`src/rtl/clkdiv_pkg.sv`:
```
package clkdiv_pkg;
  localparam int DATA_W        = 16;
  localparam int ADR_RATIO     = 0;
  localparam int ADR_GATE      = 1;
  // ratio register field positions
  localparam int SYS_LSB       = 0;
  localparam int PER_LSB       = 8;
  localparam int SEC_BIT       = 11;
  // gating register field positions
  localparam int I2C0_BIT      = 3;
  localparam int I2C1_BIT      = 4;
  localparam int UART_BIT      = 5;
  localparam int KEEP1_BIT     = 6;
  // peripheral code limits
  localparam int PER_MIN_CODE  = 2;
  localparam int PER_RST_CODE  = 2;
  // gated outputs
  localparam int NPER          = 3;
  localparam int IDX_UART      = 0;
  localparam int IDX_I2C0      = 1;
  localparam int IDX_I2C1      = 2;
endpackage

```
`src/rtl/clkdiv_regs.sv`:
```
module clkdiv_regs
  import clkdiv_pkg::*;
#(
  parameter int ADDR_W   = 2,
  parameter int CODE_W   = 3,
  parameter bit SEC_HALF = 1'b0
) (
  input  logic              clk,
  input  logic              rst,
  input  logic              wr_en,
  input  logic              rd_en,
  input  logic [ADDR_W-1:0] addr,
  input  logic [DATA_W-1:0] wdata,
  output logic [DATA_W-1:0] rdata,
  output logic [CODE_W-1:0] sys_code,
  output logic [CODE_W-1:0] per_code,
  output logic [NPER-1:0]   gate_off
);
  logic              hit_ratio, hit_gate;
  logic [CODE_W-1:0] per_wr;
  logic [DATA_W-1:0] rd_mux;
  logic              unused_wbits;

  assign hit_ratio    = (addr == ADDR_W'(ADR_RATIO));
  assign hit_gate     = (addr == ADDR_W'(ADR_GATE));
  assign per_wr       = wdata[PER_LSB +: CODE_W];
  assign unused_wbits = ^wdata;

  always_comb begin
    rd_mux = '0;
    if (hit_ratio) begin
      rd_mux[SYS_LSB +: CODE_W] = sys_code;
      rd_mux[PER_LSB +: CODE_W] = per_code;
      rd_mux[SEC_BIT]           = SEC_HALF;
    end else if (hit_gate) begin
      rd_mux[KEEP1_BIT] = 1'b1;
      rd_mux[UART_BIT]  = gate_off[IDX_UART];
      rd_mux[I2C0_BIT]  = gate_off[IDX_I2C0];
      rd_mux[I2C1_BIT]  = gate_off[IDX_I2C1];
    end
  end

  always_ff @(posedge clk) begin
    if (rst) begin
      sys_code <= '0;
      per_code <= CODE_W'(PER_RST_CODE);
      gate_off <= '0;
      rdata    <= '0;
    end else begin
      if (wr_en && hit_ratio) begin
        sys_code <= wdata[SYS_LSB +: CODE_W];
        if (per_wr >= CODE_W'(PER_MIN_CODE))
          per_code <= per_wr;
      end
      if (wr_en && hit_gate) begin
        gate_off[IDX_UART] <= wdata[UART_BIT];
        gate_off[IDX_I2C0] <= wdata[I2C0_BIT];
        gate_off[IDX_I2C1] <= wdata[I2C1_BIT];
      end
      if (rd_en)
        rdata <= rd_mux;
    end
  end
endmodule

```
`src/rtl/clkdiv_ratio.sv`:
```
module clkdiv_ratio #(
  parameter int CODE_W   = 3,
  parameter int RST_CODE = 0
) (
  input  logic              clk,
  input  logic              rst,
  input  logic [CODE_W-1:0] code_req,
  output logic              tick
);
  localparam int CNT_W = (1 << CODE_W) - 1;

  logic [CNT_W-1:0]  cnt, lim;
  logic [CODE_W-1:0] code_act;
  logic              wrap;

  assign lim  = {CNT_W{1'b1}} >> (CNT_W - int'(code_act));
  assign wrap = (cnt == lim);

  always_ff @(posedge clk) begin
    if (rst) begin
      cnt      <= '0;
      code_act <= CODE_W'(RST_CODE);
      tick     <= 1'b0;
    end else begin
      tick <= wrap;
      if (wrap) begin
        cnt      <= '0;
        code_act <= code_req;
      end else begin
        cnt <= cnt + 1'b1;
      end
    end
  end
endmodule

```
`src/rtl/clkdiv_gate.sv`:
```
module clkdiv_gate (
  input  logic       clk,
  input  logic       rst,
  input  logic       src_en,
  input  logic       gate_off,
  input  logic [1:0] pwr_mode,
  output logic       en_out
);
  always_ff @(posedge clk) begin
    if (rst) en_out <= 1'b0;
    else     en_out <= src_en && !gate_off && (pwr_mode < 2'd2);
  end
endmodule

```
`src/rtl/clkdiv_gate_ctrl.sv`:
```
module clkdiv_gate_ctrl
  import clkdiv_pkg::*;
#(
  parameter int ADDR_W   = 2,
  parameter int CODE_W   = 3,
  parameter bit SEC_HALF = 1'b0
) (
  input  logic              clk,
  input  logic              rst,
  input  logic              wr_en,
  input  logic              rd_en,
  input  logic [ADDR_W-1:0] addr,
  input  logic [15:0]       wdata,
  output logic [15:0]       rdata,
  input  logic [1:0]        pwr_mode,
  output logic              sys_en,
  output logic              per_en,
  output logic              sec_en,
  output logic              uart_en,
  output logic              i2c0_en,
  output logic              i2c1_en
);
  logic [CODE_W-1:0] sys_code, per_code;
  logic [NPER-1:0]   gate_off, src, gated;

  clkdiv_regs #(.ADDR_W(ADDR_W), .CODE_W(CODE_W), .SEC_HALF(SEC_HALF)) u_regs (
    .clk(clk), .rst(rst), .wr_en(wr_en), .rd_en(rd_en), .addr(addr),
    .wdata(wdata), .rdata(rdata), .sys_code(sys_code), .per_code(per_code),
    .gate_off(gate_off)
  );

  clkdiv_ratio #(.CODE_W(CODE_W), .RST_CODE(0)) u_sys_div (
    .clk(clk), .rst(rst), .code_req(sys_code), .tick(sys_en)
  );

  clkdiv_ratio #(.CODE_W(CODE_W), .RST_CODE(PER_RST_CODE)) u_per_div (
    .clk(clk), .rst(rst), .code_req(per_code), .tick(per_en)
  );

  generate
    if (SEC_HALF) begin : g_sec_half
      logic phase, sec_q;
      always_ff @(posedge clk) begin
        if (rst) begin
          phase <= 1'b0;
          sec_q <= 1'b0;
        end else begin
          if (sys_en) phase <= !phase;
          sec_q <= sys_en && phase;
        end
      end
      assign sec_en = sec_q;
    end else begin : g_sec_same
      assign sec_en = sys_en;
    end
  endgenerate

  assign src[IDX_UART] = sys_en;
  assign src[IDX_I2C0] = per_en;
  assign src[IDX_I2C1] = per_en;

  for (genvar g = 0; g < NPER; g++) begin : g_gate
    clkdiv_gate u_gate (
      .clk(clk), .rst(rst), .src_en(src[g]), .gate_off(gate_off[g]),
      .pwr_mode(pwr_mode), .en_out(gated[g])
    );
  end

  assign uart_en = gated[IDX_UART];
  assign i2c0_en = gated[IDX_I2C0];
  assign i2c1_en = gated[IDX_I2C1];
endmodule

```
`config.mk`:
```
export PLATFORM = sky130hd
export DESIGN_NAME = clkdiv_gate_ctrl
export DESIGN_NICKNAME = d
export VERILOG_FILES = /design/src/rtl/clkdiv_pkg.sv /design/src/rtl/clkdiv_regs.sv /design/src/rtl/clkdiv_ratio.sv /design/src/rtl/clkdiv_gate.sv /design/src/rtl/clkdiv_gate_ctrl.sv
export SDC_FILE = /design/constraint.sdc
export NUM_CORES = 1
export LEC_CHECK = 0
export BUFFER_PORTS_ARGS = -buffer_cell sky130_fd_sc_hd__buf_2
export CORE_MARGIN = 10
export CORE_UTILIZATION = 40
export CTS_CLUSTER_DIAMETER = 40
export CTS_CLUSTER_SIZE = 40
export DETAILED_ROUTE_END_ITERATION = 10
export REMOVE_ABC_BUFFERS = 1
export SYNTH_ARGS = -nofsm -noshare
export SYNTH_HDL_FRONTEND = slang
export SYNTH_SLANG_ARGS = --single-unit
export TNS_END_PERCENT = 30
```
`constraint.sdc`:
```
create_clock -name clk -period 2.37 [get_ports clk]
set_clock_uncertainty 0.15 [all_clocks]
set_input_delay 0.237 -clock clk [delete_from_list [all_inputs] [get_ports clk]]
set_output_delay 0.237 -clock clk [all_outputs]
set_load 0.03 [all_outputs]
```
==> run_results.csv <==
group,metric,value,unit
detailed_routing,drc,0,
detailed_routing,first_pass_iters,4,
sta,finalSetupTns,0,ps
place,dp_slack,229,ps
sta,hold_violations,0,
sta,worst_pin_slew,551,ps
sta,slew_headroom,0.632,
setup_path,cp.arrival,2210,ps
sta,layout_min_cycle_time,2170,ps
clocking,worstSkewPairLatency,300,ps
clocking,cts_buffers,5,
synthesis,ys.warnings.count,0,
clocking,clockRootBuffer,"clkbuf_8",
setup_path,critical_path_required,2410,ps
sta,fin_crit_sh,0.916,
place,gp_congestion,0.736,
clocking,htreeDepth,2,
sta,fin_hold_ws,17.9,ps
power,p_leak,0.910,nW
die,rows,25,
detailed_routing,final_antenna_net_count,0,
synthesis,synthesis.instances,225,
final_layout,drive_above_1_share,0.177,
hold_path,worstHoldStart,"wdata[8]",
clocking,cts_tree,"done",
detailed_routing,post_drt_wl_per_cell,12.9,um
power,ir_drop,364,uV
die,die_h,90.1,um
global_routing,grt_usage,0.103,
status,status,"finished clean",
setup_path,critPathLaunch,"u_sys_div.code_act[2]$_SDFFE_PP0N_",
detailed_routing,via_per_inst,4.91,
synthesis,synth_cell_types,43,
place,dp.cells,312,
synthesis,synth_ff_type,"dfxtp_1",
sta,max_freq,0.461,GHz
global_routing,grt_pass1_wl,7.12,mm
synthesis,syn_area,1960,sq um
sta,setup_viol,0,
setup_path,r2r_slack,200,ps
synthesis,async_flop_share,0,
detailed_routing,wl,4.14,mm
setup_path,cp-end-kind,"flip-flop",
power,powerDensity,693,nW/um^2
sta,setup_slack,199,ps
setup_path,cp_max_fo,8,
global_routing,antenna_found_initial,0,
final_layout,diodes,0,
synthesis,seq_area_frac_synth,0.448,
synthesis,syn-mean-instance-area,8.73,sq um
synthesis,yosysTopAreaCell,"dfxtp_1",
die,io_pins,46,
final_layout,syn2layout_area_growth,14.7,%
global_routing,gr-total-overflow,0,
clocking,clk_pin_slew,80,ps
sta,rsz0062_at_grt,"no",
die,dieArea,8110,sq um
clocking,max-clock-path-buffers,2,
place,numPortBuffers,31,
die,start_util,0.413,
setup_path,start_kind,"flip-flop",
final_layout,nets,279,
synthesis,synth_top_area_share,0.448,
place,dp_hpwl,3.00,mm
synthesis,synth_edf_count,0,
synthesis,ys_top_cells_by_area,"dfxtp_1, nand3_1, nor2_1, a21oi_1, nand2_1",
die,core-area,4750,sq um
sta,drv_slew,0,
setup_path,crit_type,"reg -> reg",
detailed_routing,vias,1577,
clocking,cts_resized,0,
final_layout,nFillCells,479,
clocking,cts.sink_count,44,
global_routing,grt_max_degree,27,
final_layout,stdcell_count,321,
setup_path,rr_startpoint,"u_sys_div.code_act[2]$_SDFFE_PP0N_",
global_routing,grt_pass1_vias,1542,
hold_path,min_path_type,"in -> reg",
synthesis,synth-seq-cells,44,
detailed_routing,dr.first_iter.drc_count,101,
run,drv_cap,0,
die,dieWidth,90.1,um
[worst max-delay path: stages, from the launching register on]
cell and delay (ps):
dfxtp_1 470, inv_1 120, a2111oi_0 430, o22ai_1 260, or3_4 410, a31o_1 220
[cell usage after synthesis, types with 2 or more instances]
cell type and number:
a2111oi_0 2, a21oi_1 16, a31o_1 3, and3_1 4, buf_4 9, clkbuf_1 9, dfxtp_1 44, ha_1 2
inv_1 5, mux2i_1 7, nand2_1 19, nand2b_1 11, nand3_1 20, nor2_1 26, nor2b_1 3, nor4_1 4
o21ai_0 2, o22ai_1 2, o31ai_2 2, or2_0 2, xnor2_1 5, xor2_1 7
[per-layer routing]
layer / GRT usage / vias to the layer above / wire (um) / share of wire
met5: 0 / - / 0 / 0
met4: 0.0477 / 0 / 74 / 0.018
met3: 0.0407 / 7 / 319 / 0.077
met2: 0.147 / 42 / 1670 / 0.40
met1: 0.131 / 705 / 2070 / 0.50
li1: - / 823 / - / -
[cell usage in the layout, fill, tap and decap left out, types with 3 or more instances in the layout]
cell,instances
inv_1,5
a31o_1,3
dfxtp_1,44
nor2_1,26
conb_1,6
xor2_1,7
mux2i_1,7
clkbuf_8,5
nor2b_1,3
nor4_1,4
xnor2_1,5
nand2_1,19
nand3_1,20
nand2b_1,11
a21oi_1,16
buf_2,31
and3_1,4
[kinds of logic (layout without fill, tap and decap cells)]
kind of cell               after synthesis  after routing  share of synthesized area
and+or+nand+nor                         95             95                      0.240
muxes                                    7              7                     0.0357
xor gates and xnor gates                12             12                     0.0535
AOI/OAI and AO/OA                       40             40                      0.145
adders and majority gates                2              2                     0.0127
DFF                                     44             44                      0.448
other                                    1              6                    0.00191
buffers and inverters                   24             48                     0.0631
[layout make-up]
cell class | instances | area (sq um) | share of cell area
multi-input combinational | 162 | 978 | 0.434
sequential | 44 | 881 | 0.391
timing repair buffer | 34 | 180 | 0.0800
tap | 67 | 83.8 | 0.0372
clock buffer | 6 | 72.6 | 0.0322
clock inverter | 2 | 35.0 | 0.0155
inverter | 6 | 22.5 | 0.00999
[sequential cells by signal, summed over array words and instances (netlist names)]
| name | cells |
|---|---|
| u_regs.per_code | 3 |
| u_per_div.tick | 1 |
| u_sys_div.tick | 1 |
| u_regs.gate_off | 3 |
| u_regs.rdata | 10 |
| g_gate.u_gate.en_out | 3 |
| u_per_div.cnt | 7 |
| u_regs.sys_code | 3 |
| u_per_div.code_act | 3 |
| u_sys_div.cnt | 7 |
| u_sys_div.code_act | 3 |
[metrics by stage]
| stage | total power, mW | util | cell area, sq um |
|---|---|---|---|
| after floorplan | 0.945 | - | 1880 |
| after CTS | 1.58 | 0.474 | 2250 |
| after detailed placement | 1.02 | 0.449 | 2140 |
| after global placement | 1.01 | 0.449 | 2140 |
| final | 1.56 | 0.474 | 2250 |
| after global routing | 1.63 | 0.474 | 2250 |
[report_power, final]
part	leakage, nW	internal (mW)	total (mW)	switching, mW
logic	0.498	0.0732	0.202	0.129
clock network	0.0552	0.313	0.564	0.252
registers	0.357	0.766	0.795	0.0291
total	0.910	1.15	1.56	0.410
[worst paths after layout]
kind	end	cells past startpoint
setup reg to reg	u_sys_div.code_act[2]$_SDFFE_PP0N_	5
setup / recovery	u_sys_div.code_act[2]$_SDFFE_PP0N_	5
hold reg to reg	g_gate[2].u_gate.en_out$_SDFF_PP0_	1
hold / removal	u_regs.per_code[0]$_SDFFE_PP0P_	3
[what timing repair did]
| action | CTS | global route |
|---|---|---|
| hold buffers | 1 | 0 |
| buffers inserted | 0 | 0 |
| endpoints found under the hold margin | 1 | 0 |
No activity file was read; power rests on OpenSTA's default activity.
